`src/rtl/vec_pkg.sv`:
```
package vec_pkg;

  typedef enum logic [2:0] {
    ST_IDLE = 3'd0,
    ST_INIT = 3'd1,
    ST_AIM  = 3'd2,
    ST_RD   = 3'd3,
    ST_WR   = 3'd4,
    ST_END  = 3'd5
  } vstate_t;

  // signed unit move per axis
  typedef struct packed {
    logic [1:0] dx;
    logic [1:0] dy;
  } vstep_t;

  localparam logic [1:0] MV_POS  = 2'b01;
  localparam logic [1:0] MV_NEG  = 2'b11;
  localparam logic [1:0] MV_ZERO = 2'b00;

endpackage

```
`src/rtl/vec_octant_lut.sv`:
```
module vec_octant_lut
  import vec_pkg::*;
(
  input  logic [2:0] octant,
  output vstep_t     along,
  output vstep_t     diag
);

  always_comb begin
    case (octant)
      3'd0: begin along = '{MV_POS,  MV_ZERO}; diag = '{MV_POS, MV_NEG}; end
      3'd1: begin along = '{MV_ZERO, MV_NEG};  diag = '{MV_POS, MV_NEG}; end
      3'd2: begin along = '{MV_ZERO, MV_NEG};  diag = '{MV_NEG, MV_NEG}; end
      3'd3: begin along = '{MV_NEG,  MV_ZERO}; diag = '{MV_NEG, MV_NEG}; end
      3'd4: begin along = '{MV_NEG,  MV_ZERO}; diag = '{MV_NEG, MV_POS}; end
      3'd5: begin along = '{MV_ZERO, MV_POS};  diag = '{MV_NEG, MV_POS}; end
      3'd6: begin along = '{MV_ZERO, MV_POS};  diag = '{MV_POS, MV_POS}; end
      default: begin along = '{MV_POS, MV_ZERO}; diag = '{MV_POS, MV_POS}; end
    endcase
  end

endmodule

```
`src/rtl/vec_stepper.sv`:
```
module vec_stepper
  import vec_pkg::*;
#(
  parameter int W = 8
) (
  input  logic [W-1:0] x_cur,
  input  logic [W-1:0] y_cur,
  input  logic [W-1:0] acc_cur,
  input  logic [W-1:0] slope,
  input  vstep_t       along,
  input  vstep_t       diag,
  output logic [W-1:0] x_nxt,
  output logic [W-1:0] y_nxt,
  output logic [W-1:0] acc_nxt
);

  logic [W:0] sum;
  vstep_t     mv;

  always_comb begin
    sum     = {1'b0, acc_cur} + {1'b0, slope};
    mv      = sum[W] ? diag : along;
    acc_nxt = sum[W-1:0];
    x_nxt   = x_cur + {{(W-2){mv.dx[1]}}, mv.dx};
    y_nxt   = y_cur + {{(W-2){mv.dy[1]}}, mv.dy};
  end

endmodule

```
`src/rtl/vec_plane_rmw.sv`:
```
module vec_plane_rmw #(
  parameter  int BW   = 8,
  localparam int SH_W = $clog2(BW)
) (
  input  logic [BW-1:0]   pat,
  input  logic [SH_W-1:0] sh,
  input  logic [BW-1:0]   old_near,
  input  logic [BW-1:0]   old_far,
  output logic [BW-1:0]   new_near,
  output logic [BW-1:0]   new_far,
  output logic            hit
);

  logic [2*BW-1:0] span;

  always_comb begin
    span     = {pat, {BW{1'b0}}} >> sh;
    new_near = old_near ^ span[2*BW-1:BW];
    new_far  = old_far  ^ span[BW-1:0];
    hit      = |((old_near & span[2*BW-1:BW]) | (old_far & span[BW-1:0]));
  end

endmodule

```
`src/rtl/vec_line_engine.sv`:
```
module vec_line_engine
  import vec_pkg::*;
#(
  parameter  int COORD_W = 8,
  parameter  int BYTE_W  = 8,
  parameter  int PLANES  = 3,
  localparam int SH_W    = $clog2(BYTE_W),
  localparam int ADDR_W  = 2 * COORD_W - SH_W,
  localparam int DATA_W  = PLANES * BYTE_W,
  localparam int CNT_W   = COORD_W + 1
) (
  input  logic                 clk,
  input  logic                 rst_n,
  input  logic                 start,
  input  logic [2:0]           octant,
  input  logic                 detect_en,
  input  logic                 chain_in,
  input  logic [2*COORD_W-1:0] step_word,
  input  logic [COORD_W-1:0]   x_start,
  input  logic [COORD_W-1:0]   y_start,
  input  logic [DATA_W-1:0]    pattern,
  input  logic                 coll_clr,
  output logic                 busy,
  output logic                 done,
  output logic                 chain_out,
  output logic [COORD_W-1:0]   x_final,
  output logic                 mem_rd,
  output logic                 mem_wr,
  output logic [ADDR_W-1:0]    mem_addr0,
  output logic [ADDR_W-1:0]    mem_addr1,
  input  logic [DATA_W-1:0]    mem_rdata0,
  input  logic [DATA_W-1:0]    mem_rdata1,
  output logic [DATA_W-1:0]    mem_wdata0,
  output logic [DATA_W-1:0]    mem_wdata1,
  output logic                 coll_flag,
  output logic [COORD_W-1:0]   coll_x,
  output logic [COORD_W-1:0]   coll_y
);

  localparam logic [COORD_W-1:0] ACC_MID = {1'b1, {(COORD_W-1){1'b0}}};

  // registers and their next values
  vstate_t              st_q,    st_n;
  logic [2:0]           oct_q,   oct_n;
  logic                 det_q,   det_n;
  logic                 chn_q,   chn_n;
  logic [COORD_W-1:0]   slope_q, slope_n;
  logic [CNT_W-1:0]     cnt_q,   cnt_n;
  logic [COORD_W-1:0]   x_q,     x_n;
  logic [COORD_W-1:0]   y_q,     y_n;
  logic [COORD_W-1:0]   acc_q,   acc_n;
  logic [DATA_W-1:0]    pat_q,   pat_n;
  logic                 coll_q,  coll_n;
  logic [COORD_W-1:0]   cx_q,    cx_n;
  logic [COORD_W-1:0]   cy_q,    cy_n;
  logic [COORD_W-1:0]   xfin_q,  xfin_n;

  vstep_t             mv_along, mv_diag;
  logic [COORD_W-1:0] x_step, y_step, acc_step;
  logic [PLANES-1:0]  hit_vec;
  logic               any_hit;

  vec_octant_lut u_lut (
    .octant (oct_q),
    .along  (mv_along),
    .diag   (mv_diag)
  );

  vec_stepper #(.W(COORD_W)) u_step (
    .x_cur   (x_q),
    .y_cur   (y_q),
    .acc_cur (acc_q),
    .slope   (slope_q),
    .along   (mv_along),
    .diag    (mv_diag),
    .x_nxt   (x_step),
    .y_nxt   (y_step),
    .acc_nxt (acc_step)
  );

  for (genvar p = 0; p < PLANES; p++) begin : g_plane
    vec_plane_rmw #(.BW(BYTE_W)) u_rmw (
      .pat      (pat_q[p*BYTE_W +: BYTE_W]),
      .sh       (x_q[SH_W-1:0]),
      .old_near (mem_rdata0[p*BYTE_W +: BYTE_W]),
      .old_far  (mem_rdata1[p*BYTE_W +: BYTE_W]),
      .new_near (mem_wdata0[p*BYTE_W +: BYTE_W]),
      .new_far  (mem_wdata1[p*BYTE_W +: BYTE_W]),
      .hit      (hit_vec[p])
    );
  end

  assign any_hit = |hit_vec;

  // next-state logic
  always_comb begin
    st_n    = st_q;
    oct_n   = oct_q;
    det_n   = det_q;
    chn_n   = chn_q;
    slope_n = slope_q;
    cnt_n   = cnt_q;
    x_n     = x_q;
    y_n     = y_q;
    acc_n   = acc_q;
    pat_n   = pat_q;
    xfin_n  = xfin_q;
    coll_n  = coll_q;
    cx_n    = cx_q;
    cy_n    = cy_q;

    case (st_q)
      ST_IDLE: begin
        if (start) begin
          oct_n   = octant;
          det_n   = detect_en;
          chn_n   = chain_in;
          slope_n = step_word[2*COORD_W-1:COORD_W];
          cnt_n   = {1'b0, step_word[COORD_W-1:0]};
          x_n     = x_start;
          y_n     = y_start;
          pat_n   = pattern;
          st_n    = ST_INIT;
        end
      end
      ST_INIT: begin
        acc_n = ACC_MID;
        st_n  = ST_AIM;
      end
      ST_AIM: st_n = ST_RD;
      ST_RD:  st_n = ST_WR;
      ST_WR: begin
        x_n   = x_step;
        y_n   = y_step;
        acc_n = acc_step;
        cnt_n = cnt_q + CNT_W'(1);
        st_n  = cnt_n[CNT_W-1] ? ST_END : ST_RD;
      end
      ST_END: begin
        xfin_n = x_q;
        st_n   = ST_IDLE;
      end
      default: st_n = ST_IDLE;
    endcase

    if (coll_clr) coll_n = 1'b0;
    if (st_q == ST_WR && det_q && !coll_q && any_hit) begin
      coll_n = 1'b1;
      cx_n   = x_q;
      cy_n   = y_q;
    end
  end

  // state registers
  always_ff @(posedge clk or negedge rst_n) begin
    if (!rst_n) begin
      st_q    <= ST_IDLE;
      oct_q   <= '0;
      det_q   <= 1'b0;
      chn_q   <= 1'b0;
      slope_q <= '0;
      cnt_q   <= '0;
      x_q     <= '0;
      y_q     <= '0;
      acc_q   <= '0;
      pat_q   <= '0;
      xfin_q  <= '0;
      coll_q  <= 1'b0;
      cx_q    <= '0;
      cy_q    <= '0;
    end else begin
      st_q    <= st_n;
      oct_q   <= oct_n;
      det_q   <= det_n;
      chn_q   <= chn_n;
      slope_q <= slope_n;
      cnt_q   <= cnt_n;
      x_q     <= x_n;
      y_q     <= y_n;
      acc_q   <= acc_n;
      pat_q   <= pat_n;
      xfin_q  <= xfin_n;
      coll_q  <= coll_n;
      cx_q    <= cx_n;
      cy_q    <= cy_n;
    end
  end

  // outputs
  assign busy      = (st_q != ST_IDLE);
  assign done      = (st_q == ST_END);
  assign chain_out = done & chn_q;
  assign x_final   = xfin_q;
  assign mem_rd    = (st_q == ST_RD);
  assign mem_wr    = (st_q == ST_WR);
  assign mem_addr0 = {y_q, x_q[COORD_W-1:SH_W]};
  assign mem_addr1 = mem_addr0 + ADDR_W'(1);
  assign coll_flag = coll_q;
  assign coll_x    = cx_q;
  assign coll_y    = cy_q;

endmodule

```
`config.mk`:
```
export PLATFORM = sky130hd
export DESIGN_NAME = vec_line_engine
export DESIGN_NICKNAME = d
export VERILOG_FILES = /design/src/rtl/vec_pkg.sv /design/src/rtl/vec_octant_lut.sv /design/src/rtl/vec_stepper.sv /design/src/rtl/vec_plane_rmw.sv /design/src/rtl/vec_line_engine.sv
export SDC_FILE = /design/constraint.sdc
export NUM_CORES = 1
export LEC_CHECK = 0
export BUFFER_PORTS_ARGS = -buffer_cell sky130_fd_sc_hd__buf_2
export CORE_MARGIN = 3
export CORE_UTILIZATION = 52
export CTS_BUF_LIST = sky130_fd_sc_hd__clkbuf_4 sky130_fd_sc_hd__clkbuf_8 sky130_fd_sc_hd__clkbuf_16
export DETAILED_ROUTE_END_ITERATION = 7
export PLACE_DENSITY = 0.89
export SKIP_CTS_REPAIR_TIMING = 1
export SYNTH_ARGS = -nofsm -noshare
export SYNTH_HDL_FRONTEND = slang
export SYNTH_SLANG_ARGS = --single-unit
```
`constraint.sdc`:
```
create_clock -name clk -period 4.4 [get_ports clk]
set_clock_uncertainty 0.2 [all_clocks]
set_input_delay 0.44 -clock clk [delete_from_list [all_inputs] [get_ports clk]]
set_output_delay 0.44 -clock clk [all_outputs]
set_load 0.01 [all_outputs]
```
==> results by group <==
Outcome
  – Outcome: finished clean

Route
  – Vias per inst: 5.63
  – Wire per inst: around 17 um
  – Via Count: about 6,300
  – 1st-iter DRT viols: 453
  – Routed Antenna Nets: 0
  – # DRC: 0
  – WL final: 19.5 mm
  – Initial DRT Pass Iterations: 5

Pwr
  – P_leak: ~4.3 nW
  – Pwr Density: 822 mW/mm^2
  – Pwr Total: around 0.0067 W
  – Worst IR drop on VDD: 0.000723 V

Worst setup path
  – CP arrival: about 4000 ps
  – CP max stage cell: or2_2
  – CP Launch Type: flop
  – Critical Path RT: around 4400 ps
  – Kind of critical path: reg2reg
  – Buffers & Inverters on Critical Path: 1
  – Critical path's top delay family: simple AND/OR/NAND/NOR gates
  – Worst Setup End Kind: flop
  – Critical-path cell list: ha_1 > inv_1 > fa_1 > nand2b_1 > a211oi_2 > nor3_1 > or2_2 > ha_1 > nand3_1 > o21ai_0 > o41ai_1 > or3_1 > and2_0 > o221a_2
  – Critical-path maximum fanout: 8
  – Max incr delay on CP: 420 ps
  – Most used cell, CP: ha_1

STA
  – Fin crit share: between 80% and 90%
  – Relative slew slack: between 30% and 40%
  – # setup viols final: 0
  – Final-report hold violation count: 0
  – Final Max Slew Viols: 0
  – Slew @ Worst Pin: 910 ps
  – FMAX: ~0.25 GHz
  – Min Tclk post-route: between 3000 and 4000 ps
  – RSZ-0062 raised after global routing: false
  – Final TNS setup: 0 ps

Clocking
  – CTS clock-pin slew for the worst setup and hold paths: around 70 ps
  – # H-tree levels: 3
  – Worst-Skew Late Latency: about 340 ps
  – CTS tree: built
  – CTS sink cnt: slightly below 100
  – Root Driver: clkbuf_16
  – CTS Buffer Depth: 2
  – CTS buffer count: 9

Floorplan
  – Die area: roughly 0.014 mm^2
  – # IOs: about 220
  – Die Wd: between 100 and 150 um
  – Placeable core region: around 0.012 mm^2
  – Initial Util: 54.4%
  – DIE HEIGHT: 119 um
  – # rows: 40

Layout
  – Area grow syn2layout: 22.1%
  – Fin nets: between 1,000 and 1,500
  – Util after Layout: 66.5%
  – Cell Count, Final, Fillers Out: between 1,000 and 1,500
  – Share of cells above drive strength 1: between 20% and 30%

Logic synthesis
  – Mapped Cells: 750
  – Synth cell types: 57
  – Top_reg_cell synth: dfrtp_1
  – Syn Nets: 941
  – Syn avg cell area: ~9 um^2
  – Ys async rst share: 100%
  – Top cell type's share of synthesized area: a little under two fifths
  – #FFs+latches synth: 98
  – EDFF count, synth: 0
  – Ys Warns: 0
  – Post-synthesis cell area: ~0.0067 mm^2
  – Seq/Total Area, Yosys: 36.8%
  – Synth area leader: dfrtp_1
  – Most area-consuming cells after synthesis: dfrtp_1 (37%), ha_1 (14%), nand2_1 (9.3%)

Placement
  – Placer congestion estimate: slightly above 0.9
  – DP Wirelength: 15.3 mm
  – Port Buffers: 210
  – Dpl cells: between 1,000 and 1,500

GRT
  – Number of global-route vias before repair: 6,302
  – First-pass GRT wire length: approximately 31 mm
  – Antenna violations before repair: 1
  – Grt ovf: 0
  – Largest net degree at the start of global routing: 75
  – Overall Global Routing Usage: 27.2%

Min path
  – Tightest Hold Check Type: in2async

Run
  – Max Cap Viol: 0
==> area by class of cell <==
| cell class | count | area, um^2 |
|---|---|---|
| Antenna cell | 1 | 2.50 |
| Clock buffer | 11 | 246 |
| Clock inverter | 5 | 37.5 |
| Fill cell | 1012 | 4110 |
| Inverter | 16 | 60.1 |
| Multi-Input combinational cell | 597 | 3990 |
| Sequential cell | 98 | 2450 |
| Tap cell | 168 | 210 |
| Timing Repair Buffer | 221 | 1150 |
==> cell usage in the layout (no fill, tap or decap), types with 2 or more instances in the layout <==
cell / n
a211oi_1: 3
a21o_1: 8
a21oi_1: 27
a22o_1: 2
a22oi_1: 13
a311oi_1: 2
a31oi_1: 5
a41oi_1: 2
and2_1: 11
and3_1: 10
and4_1: 2
buf_2: 209
buf_4: 11
clkbuf_16: 9
clkinvlp_4: 2
dfrtp_1: 98
fa_1: 3
ha_1: 75
inv_1: 14
mux2_2: 30
mux2i_1: 21
nand2_1: 165
nand2b_1: 6
nand3_1: 19
nand4_1: 7
nor2_1: 45
nor2b_1: 3
nor3_1: 13
nor4_1: 11
o21a_1: 2
o21ai_0: 48
o21bai_1: 4
o22ai_1: 8
o31ai_1: 2
or3_1: 3
or3_2: 2
xnor2_1: 13
xor2_1: 14
==> state kept, by name (all words and copies together) (netlist names) <==
register	cells
acc_q	8
chn_q	1
cnt_q	9
coll_flag	1
coll_x	8
coll_y	8
det_q	1
oct_q	3
pat_q	24
slope_q	8
st_q	3
x_final	8
x_q	8
y_q	8
==> power by group <==
part           switching [W]  internal, W  leakage (nW)
clock network       0.000340     0.000407         0.136
registers           0.000459      0.00130          1.22
logic                0.00239      0.00180          2.95
==> per-layer routing <==
metal	routed length (um)	GRT usage (%)
met4	697	12.0
met5	0	0
met1	7550	31.9
met3	1310	5.03
met2	9920	48.4
==> synthesized netlist by cell type (3+ instances only) <==
| library cell | count |
|---|---|
| a211oi_1 | 3 |
| a21o_1 | 8 |
| a21oi_1 | 27 |
| a22oi_1 | 13 |
| a31oi_1 | 5 |
| and2_1 | 12 |
| and3_1 | 10 |
| buf_1 | 4 |
| buf_2 | 9 |
| buf_4 | 3 |
| clkbuf_1 | 23 |
| dfrtp_1 | 98 |
| fa_1 | 3 |
| ha_1 | 75 |
| inv_1 | 14 |
| mux2_2 | 30 |
| mux2i_1 | 21 |
| nand2_1 | 165 |
| nand2b_1 | 6 |
| nand3_1 | 19 |
| nand4_1 | 7 |
| nor2_1 | 45 |
| nor2b_1 | 3 |
| nor3_1 | 13 |
| nor4_1 | 11 |
| o21ai_0 | 48 |
| o21bai_1 | 4 |
| o22ai_1 | 8 |
| or3_1 | 3 |
| xnor2_1 | 13 |
| xor2_1 | 14 |
==> worst paths after layout <==
kind	from	depth (start not counted)	end	slack, ps
min in group clk	step_word[14]	3	slope_q[6]	90
hold reg to reg	x_final[2]	2	x_final[2]	280
hold / removal	rst_n	1	cnt_q[3]	30
setup / recovery	acc_q[0]	14	x_q[7]	460
setup reg to reg	acc_q[0]	14	x_q[7]	460
max in group asynchronous	rst_n	2	pat_q[23]	3070
==> kinds of logic (layout without fill, tap and decap cells) <==
group                      Yosys count  after routing  synth area share [%]
and+or+nand+nor                    303            303                  20.1
buffers and inverters               55            253                  3.43
other                                0              1                     0
muxes                               51             51                  8.21
DFF                                 98             98                  36.8
adders and majority gates           78             78                  15.0
AOI/OAI and AO/OA                  138            138                  13.0
xor gates and xnor gates            27             27                  3.54
==> through the flow <==
step	hold WS, ps	instance area [um^2]	worst slack (ps)
2_1_floorplan	-55.6	6670	795
3_3_place_gp	259	7860	595
3_5_place_dp	265	7860	465
4_1_cts	62.1	8150	466
5_1_grt	75.1	8150	183
6_report	34.2	8150	458
No activity file was read; power rests on OpenSTA's default activity.
